==> config.mk <==
export PLATFORM = sky130hd
export DESIGN_NAME = pwr_nv_seq
export DESIGN_NICKNAME = d
export VERILOG_FILES = /design/src/rtl/pwr_nv_seq.sv
export SDC_FILE = /design/constraint.sdc
export NUM_CORES = 1
export LEC_CHECK = 0
export CAP_MARGIN = 0
export CORE_AREA = 2 2 70 52
export DETAILED_ROUTE_END_ITERATION = 8
export DIE_AREA = 0 0 72 54
export MAX_ROUTING_LAYER = met4
export PLACE_DENSITY_LB_ADDON = 0.15
export SYNTH_ARGS = -nofsm -noshare
export SYNTH_HDL_FRONTEND = slang
export SYNTH_SLANG_ARGS = --single-unit
==> constraint.sdc <==
create_clock -name clk -period 5 [get_ports clk]
set_input_delay 0.5 -clock clk [delete_from_list [all_inputs] [get_ports clk]]
set_output_delay 0.5 -clock clk [all_outputs]
set_load 0.005 [all_outputs]
==> src/rtl/pwr_nv_seq.sv <==
module pwr_nv_seq #(
  parameter int PULSE_CYC   = 50,
  parameter int DELAY_CYC   = 25,
  parameter int STORE_CYC   = 500000,
  parameter int RESTORE_CYC = 27500,
  localparam int CW = $clog2(PULSE_CYC + DELAY_CYC + STORE_CYC + RESTORE_CYC + 1)
) (
  input  logic clk,
  input  logic rst_n,
  input  logic sup_above_sw,
  input  logic sup_below_rst,
  input  logic autosave_off,
  input  logic wr_pulse,
  input  logic pin_store_req,
  input  logic sw_store_req,
  input  logic busy_line_in,
  output logic store_go,
  output logic recall_go,
  output logic busy_drive,
  output logic mem_off,
  output logic wr_block
);

  typedef enum logic [2:0] {S_IDLE, S_ATT, S_DLY, S_STO, S_REC} st_t;

  st_t st;
  logic [CW-1:0] cnt;
  logic [1:0] sw_q, br_q, bz_q;
  logic sw_prev, dirty, armed;

  wire sw_s   = sw_q[1];
  wire br_s   = br_q[1];
  wire busy_s = bz_q[1];
  wire sw_fall = sw_prev & ~sw_s;
  wire idle    = (st == S_IDLE);
  wire last    = (cnt == '0);

  wire auto_go = idle & sw_fall & ~autosave_off;
  wire rec_go  = idle & armed & sw_s & ~br_s;
  wire ext_go  = idle & sw_s & (sw_store_req | (pin_store_req & dirty));

  assign store_go   = (st == S_STO);
  assign recall_go  = (st == S_REC);
  assign busy_drive = (st == S_ATT) | (st == S_DLY) | (st == S_STO);
  assign mem_off    = store_go | recall_go;
  assign wr_block   = ~sw_s | ~idle;

  always_ff @(posedge clk or negedge rst_n) begin
    if (!rst_n) begin
      sw_q    <= 2'b00;
      br_q    <= 2'b00;
      bz_q    <= 2'b11;
      sw_prev <= 1'b0;
    end else begin
      sw_q    <= {sw_q[0], sup_above_sw};
      br_q    <= {br_q[0], sup_below_rst};
      bz_q    <= {bz_q[0], busy_line_in};
      sw_prev <= sw_s;
    end
  end

  always_ff @(posedge clk or negedge rst_n) begin
    if (!rst_n) begin
      st  <= S_IDLE;
      cnt <= '0;
    end else begin
      case (st)
        S_IDLE: begin
          if (auto_go) begin
            st  <= S_ATT;
            cnt <= CW'(PULSE_CYC - 1);
          end else if (rec_go) begin
            st  <= S_REC;
            cnt <= CW'(RESTORE_CYC - 1);
          end else if (ext_go) begin
            st  <= S_DLY;
            cnt <= CW'(DELAY_CYC - 1);
          end
        end
        S_ATT: begin
          if (!last) cnt <= cnt - 1'b1;
          else if (!busy_s && dirty) begin
            st  <= S_DLY;
            cnt <= CW'(DELAY_CYC - 1);
          end else st <= S_IDLE;
        end
        S_DLY: begin
          if (!last) cnt <= cnt - 1'b1;
          else begin
            st  <= S_STO;
            cnt <= CW'(STORE_CYC - 1);
          end
        end
        S_STO, S_REC: begin
          if (!last) cnt <= cnt - 1'b1;
          else st <= S_IDLE;
        end
        default: st <= S_IDLE;
      endcase
    end
  end

  always_ff @(posedge clk or negedge rst_n) begin
    if (!rst_n) begin
      dirty <= 1'b0;
      armed <= 1'b1;
    end else begin
      if (mem_off && last) dirty <= 1'b0;
      else if (wr_pulse && !wr_block) dirty <= 1'b1;
      if (br_s) armed <= 1'b1;
      else if (recall_go && last) armed <= 1'b0;
    end
  end

  assert_save_after_busy_R2: assert property (@(posedge clk) disable iff (!rst_n)
    $rose(store_go) |-> $past(busy_drive));

  assert_abort_on_high_line_R4: assert property (@(posedge clk) disable iff (!rst_n)
    (st == S_ATT && last && busy_s) |=> !busy_drive);

  assert_no_recall_unarmed_R5: assert property (@(posedge clk) disable iff (!rst_n)
    (idle && !armed) |=> !recall_go);

  assert_recall_needs_supply_R6: assert property (@(posedge clk) disable iff (!rst_n)
    $rose(recall_go) |-> $past(sw_s));

  assert_blocked_write_clean_R7: assert property (@(posedge clk) disable iff (!rst_n)
    (wr_pulse && wr_block && !dirty) |=> !dirty);

  assert_inhibit_no_pulse_R8: assert property (@(posedge clk) disable iff (!rst_n)
    (autosave_off && sw_fall && idle) |=> (st != S_ATT));

  assert_clean_after_save_R11: assert property (@(posedge clk) disable iff (!rst_n)
    $fell(store_go) |-> !dirty);

endmodule

# Yosys cells after proc, flatten, opt, wreduce, memory -nomap -nowiden
# Index checks and enable logic that the tools add are counted.
dict set report word_totals {
  wordCells 71
  in_bits 9
  register_bits 32
  output_inout_bits 5
}
dict set report classes {
  reduce_logical 14
  addsub 1
  eq_ne 10
  bitwise 18
  mux 20
}
# operator n
set op_table {}
lappend op_table {{20-bit 2-to-1 mux} 7}
lappend op_table {{20-bit one-hot mux with 4 select lines} 1}
lappend op_table {{20-bit zero test} 1}
lappend op_table {{20-bit by 1-bit subtractor with 20-bit output (second input constant)} 1}
lappend op_table {{3-bit 2-to-1 mux} 6}
lappend op_table {{3-bit one-hot mux with 4 select lines} 1}
lappend op_table {{1-bit bitwise AND} 9}
lappend op_table {{2-bit != test (second input constant)} 4}
lappend op_table {{4-bit AND reduction} 2}
lappend op_table {{3-bit by 2-bit == test with 1-bit output (second input constant)} 2}
lappend op_table {{1-bit bitwise OR} 5}
lappend op_table {{1-bit logical AND} 4}
lappend op_table {{1-bit 2-to-1 mux} 4}
lappend op_table {{4-bit by 1-bit != test with 1-bit output (second input constant)} 1}
lappend op_table {{1-bit NOT} 4}
lappend op_table {{2-bit nonzero test} 2}
lappend op_table {{4-bit nonzero test} 1}
lappend op_table {{3-bit by 1-bit == test with 1-bit output (second input constant)} 1}
lappend op_table {{3-bit == test (second input constant)} 1}
lappend op_table {{3-bit zero test} 1}
lappend op_table {{3-bit by 2-bit != test with 1-bit output (second input constant)} 1}
lappend op_table {{1-bit zero test} 2}
lappend op_table {{2-bit 2-to-1 mux} 1}
lappend op_table {{2-bit OR reduction} 1}

# Longest topological paths before layout
# Gate-level depths: netlist (run 1).
dict set report logic_depth {
  word_depth 7
  mapped_depth 9
  ltp_nobuf 8
}

# Worst setup path before layout (run 1)
# OpenSTA, ideal clock, no wires.
dict set report synth_path {
  kind {register to register}
  startpoint {reg cnt[12]}
  endpoint {reg cnt[5]}
  path_slack_ns 2.756
  t_arrival_ns 2.123
  path_buffers 2
  setup_ns 0.121
  path_stages_with_launch 9
  required_ns 4.879
  synth_period_minus_slack_ns 2.244
  cell_sequence {dfrtp_1 > nor4_1 > nand4_2 > or3_1 > buf_2 > a21boi_4 > buf_6 > o21bai_1 > a22o_1}
}
dict set report synth_between {
  elab_chain_cells 3
  word_cells_on_any_way 7
  cone_classes {eq/ne: 2; mux: 3; reduce/logical: 2}
}
# element line_no
set synth_rtl {}
lappend synth_rtl {{start: declaration} 27} ;# logic [CW-1:0] cnt;
lappend synth_rtl {{start signal: assignment} 71} ;# cnt <= CW'(PULSE_CYC - 1);
lappend synth_rtl {{start signal: assignment} 74} ;# cnt <= CW'(RESTORE_CYC - 1);
lappend synth_rtl {{start signal: assignment} 77} ;# cnt <= CW'(DELAY_CYC - 1);
lappend synth_rtl {{20-bit zero test *} 36} ;# wire last = (cnt == '0);
lappend synth_rtl {{3-bit by 2-bit != test with 1-bit output (no line) (tied with other cells)} -}
lappend synth_rtl {{4-bit AND reduction (no line) or 20-bit one-hot mux with 4 select lines (tied branches)} -}
# Every way passes the cells marked *; elsewhere a longest branch is shown, timed or not.
# A chain may end at the register's enable or synchronous reset.

# Final worst setup path (run 1)
dict set report layout_path {
  startpoint {reg st[2]}
  endpoint {reg cnt[8]}
}
dict set report layout_between {
  elab_chain_cells 7
  word_cells_on_any_way 21
  cone_classes {eq/ne: 7; mux: 3; bitwise: 7; reduce/logical: 4}
}
# element line_no
set layout_rtl {}
lappend layout_rtl {{start: declaration} 26} ;# st_t st;
lappend layout_rtl {{start signal: assignment} 64} ;# st <= S_IDLE;
lappend layout_rtl {{start signal: assignment} 70} ;# st <= S_ATT;
lappend layout_rtl {{start signal: assignment} 73} ;# st <= S_REC;
lappend layout_rtl {{3-bit zero test} {35, 67}}
lappend layout_rtl {{1-bit bitwise AND (3 in series)} 39} ;# wire rec_go = idle & armed & sw_s & ~br_s;
lappend layout_rtl {{20-bit 2-to-1 mux} 72} ;# end else if (rec_go) begin
lappend layout_rtl {{20-bit 2-to-1 mux} 69} ;# if (auto_go) begin
lappend layout_rtl {{20-bit one-hot mux with 4 select lines} 67} ;# case (st)
# Several ways; a longest one is shown, not always the timed one.

==> results.toml, run 1 <==
[global_routing]
grt_overflow_total = 0
grt_pass1_vias = 1551
track_usage_pct = 27.4
grt_max_degree = 33
grt_pass1_wl_mm = 7.75
antenna_found_initial = 0

[critical_path]
r2r-end = "cnt[8]"
worstPathArrival_ps = 3750
crit_type = "reg -> reg"
reg2reg_slack_ps = 1440
cp-start-kind = "flip-flop"
critical_path_required_ps = 5190
end_kind = "flip-flop"
reg2regPathDepth = 6
r2r-start = "st[2]"
cp_max_fo = 31

[clock_tree]
post_cts_resized = 0
postCtsHoldBufs = 0
cts_tree = "built"
clkLatencyLatePin_ps = 290
cts_buffers = 5
cts-root-buf = "clkbuf_8"
clk_pin_slew_ps = 70
h-tree-depth = 2
post_cts_buffers = 0
cts.path.max_buffers = 2
cts_sinks = 32

[status]
outcome = "finished, final reports clean"

[floorplanning]
num_rows = 18
start_util_pct = 57.9
die_h_um = 54
die-width_um = 72
core_mm2 = 0.00331
dieArea_mm2 = 0.00389
io_pins = 14

[drt]
drt-vias-per-instance = 6.70
drt_iter0_drc = 257
drc = 0
drtAntennaViolNets = 0
dr_total_vias = 1817
routed_wl_mm = 4.74
wire_per_inst_um = 17.5
drt-pass1-iter-count = 6

[final_layout]
layout_common_cells = "dfrtp_1 (29), o21ai_0 (23), nand2_1 (20), nor2_1 (20), nor3_1 (16)"
fin_nets = 241
post-route-util_pct = 65.0
synthToLayoutAreaGrowth_pct = 12.1
layout_commonest_cell = "dfrtp_1"
diodes = 0
drive_gt1_share_pct = 6.93
num-fill-cells = 252

[timing]
setup_violations = 0
fmax_ghz = 0.281
hold_viol = 0
rsz0062_at_grt = "false"
period_share_pct = 71.3
slew-limit-headroom_pct = 34.7
maxSlewViolCount = 0
tns_ps = 0
skew_ps = 8.50
worst_pin_slew_ps = 980
min_period_ps = 3560

[min_path]
whs_path_depth = 0
min_path_type = "reg -> reg"
holdCritStartpoint = "br_q[0]"
whs_endpoint = "br_q[1]"

[synthesis]
ys_types = 47
netlist_area_mm2 = 0.00192
ys_async_sr_fraction_pct = 100
syn-num-nets = 233
synth_edf_count = 0
synth-seq-area-share_pct = 41.9
synthFlopType = "dfrtp_1"
synth_warnings = 0
syn_avg_cell_area_um2 = 8.64
syn_inst = 222
ys_ff_latch = 32

[power]
leakagePower_uw = 0.000882
vdd_ir_drop_max_mv = 0.176
power_density_mw_per_mm2 = 243
power_uw = 523

[place]
portBuffers = 13
hpwl_mm = 3.27
place_congestion = 0.914

[flow_run]
cap_violations = 0
[cell families after synthesis]
group / count (synthesis) / share of synthesized area [%]
compound gates: 73 / 25.5
xor+xnor: 2 / 0.913
flops: 32 / 41.9
buf+inv: 26 / 5.81
fa+ha+maj: 2 / 1.30
simple gates: 87 / 24.5
[layer usage]
layer | vias to the layer above | GRT usage [%] | routed length [µm]
li1 | 848 | - | -
met1 | 854 | 38.8 | 2210
met3 | 9 | 6.18 | 442
met2 | 106 | 39.4 | 2040
met5 | - | - | 0
met4 | 0 | 8.18 | 47
[layout make-up]
type                    instances  area (µm²)  area share (%)
repair buffers                 14         138            6.40
clock inverters                 2        35.0            1.63
well taps                      40        50.0            2.33
inverters                      13        48.8            2.27
flip-flops and latches         32         805            37.4
clock buffers                   6        72.6            3.37
multi-input cells             164        1000            46.6
[sequential cells by signal (all words and copies together) (netlist names)]
| signal | cells |
|---|---|
| cnt | 20 |
| st | 3 |
| armed | 1 |
| sw_q | 2 |
| bz_q | 2 |
| sw_prev | 1 |
| br_q | 2 |
| dirty | 1 |
[where the power goes]
group | leakage, µW | internal, µW | switching (µW) | total (µW)
Combinational | 0.000454 | 6.57 | 6.80 | 13.4
Sequential | 0.000374 | 262 | 1.55 | 264
Clock | 0.0000552 | 148 | 97.5 | 245
[synth_stat cells, drive strengths merged, types with 3 or more instances]
cell type	number	area, µm²
o21ai	27	135
nand4	4	31.3
a22o	6	52.6
clkbuf	7	26.3
nor3	16	80.1
o2bb2ai	5	43.8
nor2	20	75.1
nand2	20	75.1
dfstp	3	78.8
o31ai	3	22.5
buf	6	36.3
or4	4	30.0
inv	13	48.8
a31oi	4	25.0
a21o	3	22.5
nor4	9	77.6
a21oi	10	50.1
dfrtp	29	726
[metrics by stage]
step / area, µm² / instances / worst slack (ps) / hold WS [ps]
finish: 2150 / 271 / 1440 / 352
global route: 2150 / 271 / 1130 / 359
CTS: 2150 / 271 / 1500 / 355
detailed placement: 2040 / 263 / 1500 / 340
global placement: 2040 / 263 / 1620 / 335
floorplan: 1920 / 222 / 2760 / 204
[worst max-delay path by stage]
stage | start | endpoint | depth (start not counted)
3_5_place_dp | st[2] | cnt[8] | 6
3_3_place_gp | st[2] | cnt[10] | 6
4_1_cts | st[2] | cnt[8] | 6
2_1_floorplan | cnt[12] | cnt[5] | 8
5_1_grt | st[2] | cnt[8] | 6
6_report | st[2] | cnt[8] | 6
[critical path: stages (launching register included)]
cell and delay, ps:
dfrtp_1 550, nor3_1 490, nand4b_1 600, o2111ai_1 400, o31a_1 850, nand2_1 300
o221ai_1 270
No activity file was read; power rests on OpenSTA's default activity.
==> run 2: changes to the inputs <==
Settings changed: CORE_AREA 2 2 70 52 to 2 2 76 56, DIE_AREA 0 0 72 54 to 0 0 78 58.
Clock period 5 ns to 2.95 ns, I/O delays scaled along.
==> run 2 against run 1 <==
Register-to-register slack worse by 1200 ps. Global-route usage is 2.9 points lower. Sequential share of layout area is 0.89 points lower. Worst setup slack got worse by 1200 ps. Power rose by 69%. Clock skew rose by 1.3 ps. Largest cell class unchanged.
==> results.toml, run 2 (synthesized netlist as in run 1, its figures left out) <==
[min_path]
min_path_type = "reg -> reg"
holdCritStartpoint = "br_q[0]"

[timing]
min_period_ps = 2690
fmax_ghz = 0.372
worst_pin_slew_ps = 624
slew-limit-headroom_pct = 57.9
maxSlewViolCount = 0
period_share_pct = 91.0
rsz0062_at_grt = "false"
tns_ps = 0
skew_ps = 9.81
setup_violations = 0
hold_viol = 0

[drt]
drt-pass1-iter-count = 6
drt-vias-per-instance = 6.41
drc = 0
drtAntennaViolNets = 0
drt_iter0_drc = 316
wire_per_inst_um = 16.8
dr_total_vias = 1846
routed_wl_mm = 4.84

[floorplanning]
die-width_um = 78
die_h_um = 58
start_util_pct = 50.4
num_rows = 19
dieArea_mm2 = 0.00452
io_pins = 14
core_mm2 = 0.00380

[clock_tree]
cts_tree = "built"
clkLatencyLatePin_ps = 290
postCtsHoldBufs = 0
post_cts_buffers = 0
cts_buffers = 5
cts_sinks = 32
cts-root-buf = "clkbuf_8"
h-tree-depth = 2
post_cts_resized = 0
clk_pin_slew_ps = 70
cts.path.max_buffers = 2

[power]
seqPwrFrac_pct = 50.7
comb_power_share_pct = 2.5
leakagePower_uw = 0.000906
p_sw_uw = 176
power_uw = 882
p_int_uw = 706
p_clk_share_pct = 46.8
power_density_mw_per_mm2 = 400
swShare_pct = 19.9
vdd_ir_drop_max_mv = 0.253

[final_layout]
num-fill-cells = 347
largest_reg_flops = 20
diodes = 0
reg_top3 = "cnt (20), st (3)"
synthToLayoutAreaGrowth_pct = 14.9
regMostFlops = "cnt"
fin_nets = 246
layout_commonest_cell = "dfrtp_1"
layout_common_cells = "dfrtp_1 (29), o21ai_0 (23), nand2_1 (20), nor2_1 (20), nor3_1 (16)"
drive_gt1_share_pct = 8.90

[global_routing]
grt_max_degree = 33
grt_overflow_total = 0
grt_pass1_wl_mm = 8.28
antenna_found_initial = 0
grt_pass1_vias = 1622
track_usage_pct = 24.5

[place]
portBuffers = 13
hpwl_mm = 3.56
place_congestion = 0.937

[flow_run]
cap_violations = 0

[critical_path]
end_kind = "flip-flop"
r2r-start = "cnt[12]"
critical_path_required_ps = 3130
worstPathArrival_ps = 2870
crit_type = "reg -> reg"
cp-start-kind = "flip-flop"
cp_max_fo = 19
crit_path_start = "cnt[12]"

[status]
outcome = "finished, final reports clean"
run 2: per-layer routing:
metal / global-route usage, % / up-vias / part of all wire (%)
met5: - / - / 0
met4: 8.77 / 0 / 2.5
met3: 7.32 / 18 / 9.5
met2: 32.8 / 82 / 42
met1: 35.2 / 893 / 46
li1: - / 853 / -
run 2: path summary, 6_finish.rpt:
| check | endpoint | slack (ps) | cells past startpoint |
|---|---|---|---|
| max | cnt[5] | 260 | 6 |
| min | br_q[1] | 350 | 0 |
| max reg2reg | cnt[5] | 260 | 6 |
| min reg2reg | br_q[1] | 350 | 0 |
| max in group asynchronous | armed | 2220 | 2 |
| min in group asynchronous | cnt[10] | 400 | 2 |
run 2: power groups by stage:
stage,combinational (µW),sequential (µW),clock [µW]
after global placement,22.5,455,0
after CTS,23.3,447,422
final,22.3,447,413
after detailed placement,23.3,455,0
after global routing,25.3,448,441
after floorplan,2.33,455,0
run 2: final cells by class:
class | instances | area, µm² | area share, %
Multi-Input combinational cell | 164 | 1000 | 45.5
Clock buffer | 6 | 72.6 | 3.29
Tap cell | 52 | 65.1 | 2.95
Sequential cell | 32 | 805 | 36.5
Timing Repair Buffer | 19 | 175 | 7.95
Clock inverter | 2 | 35.0 | 1.59
Inverter | 13 | 48.8 | 2.21
run 2: worst max-delay path, cell delays in order (launching register included):
cell	delay, ps
dfrtp_1	440
nor4_1	490
nand4_2	290
or3_1	500
a21boi_4	450
o21ai_0	170
a22o_1	240
run 2: stage by stage:
step           hold slack (ps)  cell area, µm²  setup WS (ps)  util, %  std cells
2_1_floorplan           -0.591            1920            706        -        222
3_3_place_gp               338            2100            432     55.1        280
3_5_place_dp               340            2100            344     55.1        280
4_1_cts                    358            2200            342     57.9        288
5_1_grt                    360            2200           49.4     57.9        288
6_report                   355            2200            265     57.9        288
